File: config.mk
export PLATFORM = sky130hd
export DESIGN_NAME = pcm_tx_port
export DESIGN_NICKNAME = d
export VERILOG_FILES = /design/src/rtl/pcm_tx_port.sv
export SDC_FILE = /design/constraint.sdc
export NUM_CORES = 1
export LEC_CHECK = 0
export ABC_AREA = 1
export BUFFER_PORTS_ARGS = -buffer_cell sky130_fd_sc_hd__buf_2
export CORE_MARGIN = 8
export CORE_UTILIZATION = 40
export CTS_BUF_LIST = sky130_fd_sc_hd__clkbuf_4 sky130_fd_sc_hd__clkbuf_8
export CTS_CLUSTER_SIZE = 24
export DETAILED_ROUTE_END_ITERATION = 6
export SETUP_SLACK_MARGIN = 0.02
export SLEW_MARGIN = 20
export SYNTH_ARGS = -nofsm -noshare
export SYNTH_HDL_FRONTEND = slang
export SYNTH_SLANG_ARGS = --single-unit
File: constraint.sdc
create_clock -name clk -period 1.81 [get_ports clk]
set_input_delay 0.181 -clock clk [delete_from_list [all_inputs] [get_ports clk]]
set_output_delay 0.181 -clock clk [all_outputs]
set_load 0.01 [all_outputs]
File: src/rtl/pcm_tx_port.sv
module pcm_tx_port #(
  parameter int WORD_W = 8
) (
  input  logic              clk,
  input  logic              rst_n,
  input  logic              mclk_i,
  input  logic              bclk_i,
  input  logic              fsync_i,
  input  logic              var_mode_i,
  input  logic              alaw_i,
  input  logic              sig_i,
  input  logic [WORD_W-1:0] pcm_word_i,
  output logic              dout_o,
  output logic              dout_oe_o,
  output logic              slot_strobe_n_o
);
  localparam int IDX_W = (WORD_W > 1) ? $clog2(WORD_W) : 1;
  localparam logic [IDX_W-1:0] LAST = IDX_W'(WORD_W - 1);

  logic              mclk_q, bclk_q, fs_q;
  logic [WORD_W-1:0] word_q;
  logic              sig_q;
  logic              pend_q, act_q, sigf_q;
  logic [IDX_W-1:0]  idx_q;

  wire mclk_rise = mclk_i & ~mclk_q;
  wire bclk_rise = bclk_i & ~bclk_q;
  wire fs_rise   = fsync_i & ~fs_q;

  always_ff @(posedge clk) begin
    if (!rst_n) begin
      mclk_q <= 1'b0;
      bclk_q <= 1'b0;
      fs_q   <= 1'b0;
      word_q <= '0;
      sig_q  <= 1'b0;
      pend_q <= 1'b0;
      act_q  <= 1'b0;
      sigf_q <= 1'b0;
      idx_q  <= '0;
    end else begin
      mclk_q <= mclk_i;
      bclk_q <= bclk_i;
      fs_q   <= fsync_i;
      if (fs_rise) begin
        word_q <= pcm_word_i;
        sig_q  <= sig_i;
      end
      if (!var_mode_i) begin
        if (mclk_rise) begin
          if (pend_q) begin
            pend_q <= 1'b0;
            act_q  <= 1'b1;
            idx_q  <= '0;
            sigf_q <= fsync_i & ~alaw_i;
          end else if (act_q) begin
            if (idx_q == LAST) act_q <= 1'b0;
            else               idx_q <= idx_q + 1'b1;
          end
        end
        if (fs_rise) pend_q <= 1'b1;
      end else begin
        pend_q <= 1'b0;
        sigf_q <= 1'b0;
        if (!fsync_i) begin
          act_q <= 1'b0;
          idx_q <= '0;
        end else if (bclk_rise && fs_q) begin
          if (!act_q) begin
            act_q <= 1'b1;
            idx_q <= '0;
          end else begin
            idx_q <= (idx_q == LAST) ? '0 : idx_q + 1'b1;
          end
        end
      end
    end
  end

  wire [IDX_W-1:0] pos     = LAST - idx_q;
  wire             cur_bit = (sigf_q && idx_q == LAST) ? sig_q : word_q[pos];

  assign dout_o          = act_q & cur_bit;
  assign dout_oe_o       = act_q;
  assign slot_strobe_n_o = ~act_q;
endmodule

==> out/metrics.yaml <==
outcome: "finished clean"
place_inst: 171
critical_path_cell_count: 8
worst_slack_ps: 173
placed_cell_area_sq_um: 978
synth_area_leaders: "dfxtp_1 42%, nor2_1 14%, nand2_1 10%"
die_y_microns: 62.4
hold_slack_ps: 88.7
grt-ovfl-total: 0
cts_tree: "yes"
r2r_end: "idx_q[2]"
grt_pass1_wl_microns: 3350
crit_chain: "ha_1, ha_1, nand2_1, nor2_1, nor2_1, nand2_1, inv_1, buf_2"
fin_area_sq_mm: 0.00100
start_kind: "flip-flop"
worst_pin_slew_ps: 274
drive_above_1_share: 0.211
fin_skew_ps: 9.29
ios: 19
synth_cell_types: 19
required_ps: 1630
root_buffer: "clkbuf_4"
synthCells: 127
row_count: 16
grtUsageTotal: 0.103
finalPower_mw: 0.780
yosysMostFrequentCell: "nor2_1"
setup_viol: 0
hold_path.class: "input port to flip-flop"
postCtsSetupBuffers: 0
post_cts_resized: 0
p_per_area_mw_per_mm2: 778
synth-edff-count: 0
synth_area_sq_um: 860
vias_per_cell: 4.58
gp_congestion: 0.839
antenna_found_initial: 0
slowest_delay_ps: 370
hold_buffers: 0
initial_core_util: 0.429
path_clk_slew_ps: 100
area_growth_pct: 16.6
drt-total-wl_microns: 1820
reg2regPathDepth: 8
synth_top_area_cell: "dfxtp_1"
worstSetupEndpointType: "output pin"
cts.path.max_buffers: 2
dpl_worst_slack_ps: 387
fin_util: 0.501
ir_worst_vdd_mv: 0.342
ys_warn_count: 0
dp_hpwl_microns: 1380
tns_ps: 0
firstDrtPassIters: 4
synth_ff_type: "dfxtp_1"
diodes: 0
slew_violations: 0
critPathTopFamily: "adder cells"
ys_ff_latch: 18
postRouteAntennaNets: 0
vias: 797
wire_per_inst_microns: 10.4
layout.nets: 167
leakage_nw: 0.509
grt_max_degree: 18
clock-sinks: 18
synth_common_cells: "31 x nor2_1, 24 x nand2_1, 18 x dfxtp_1, 16 x inv_1"
first_global_vias: 779
drt_iter0_drc: 14
clk_latency_ps: 290
cp-startpoint: "idx_q[0]"
crit_type: "flip-flop to output pin"
synthArstFlopShare: 0
die_area_sq_mm: 0.00389
h-tree-depth: 1
fp.dieW_microns: 62.4
min_period_ps: 1640
portBuffers: 18
path_max_fanout: 8
yosysSeqAreaShare: 0.419
route.detailed.drc: 0
timing.max_cap.violations: 0
core-area_sq_mm: 0.00200
rsz0062_at_grt: "false"
fin_cells: 174
slew_headroom: 0.817
crit_arrival_ps: 1460
syn_nets: 145
avgSynthCellArea_sq_um: 6.77
synth_top_area_share: 0.419
max_freq_mhz: 611
numCtsBuffers: 3
crit_path_end: "dout_o"
post-route-period-util: 0.905
timing.rr.start: "idx_q[0]"
ff2ff_setup_slack_ps: 430
slowest_stage: "dfxtp_2"
finalHoldViolations: 0
path_buf_inv: 2
layer usage:
metal / vias to the layer above / routed length, microns / GRT usage
met2: 16 / 754 / 0.147
met5: - / 0 / 0
met4: 0 / 39 / 0.0513
met3: 5 / 75 / 0.0323
li1: 441 / - / -
met1: 335 / 948 / 0.134
cells in the final DEF (no fill, tap or decap), types with 2 or more instances in the layout:
cell,count
ha_1,2
clkbuf_4,3
dfxtp_1,17
nand4_1,2
a21oi_1,3
o21ai_0,9
buf_2,18
inv_1,16
nand2_2,3
nand3_1,9
nand2_1,24
inv_2,2
nor2_1,31
flip-flops by register name (all words and copies together) (netlist names):
name,flops
bclk_q,1
dout_oe_o,1
sig_q,1
mclk_q,1
pend_q,1
word_q,8
sigf_q,1
fs_q,1
idx_q,3
layout make-up:
type | instances | area (sq um)
clock buffer | 3 | 22.5
sequential | 18 | 362
inverter | 18 | 67.6
timing repair buffer | 19 | 97.6
multi-input combinational | 89 | 419
tap | 27 | 33.8
fill | 219 | 1000
worst min-delay path, stage by stage:
cell and delay [ps]:
buf_2 90, nand2_1 50, inv_1 40
how the worst min path moves through the flow:
stage                  start   endpoint  cells after the start
2_1_floorplan     var_mode_i     pend_q                      1
3_3_place_gp          bclk_i     bclk_q                      3
3_5_place_dp          mclk_i     mclk_q                      3
4_1_cts               mclk_i     mclk_q                      3
5_1_grt        pcm_word_i[0]  word_q[0]                      3
6_report              bclk_i     bclk_q                      3
power by group:
part | internal [mW] | switching, mW | total, mW
registers | 0.425 | 0.0196 | 0.444
clock network | 0.0774 | 0.117 | 0.195
logic | 0.0581 | 0.0832 | 0.141
cells by family (layout without fill, tap and decap cells):
| family | Yosys count | after routing | share of synthesized area |
|---|---|---|---|
| adder cells (fa/ha/maj) | 2 | 2 | 0.0291 |
| AO/OA/AOI/OAI | 15 | 15 | 0.0961 |
| buffers and inverters | 20 | 40 | 0.0932 |
| flip-flops | 18 | 18 | 0.419 |
| AND/OR/NAND/NOR | 72 | 72 | 0.362 |
(Power assumes the default switching activity.)
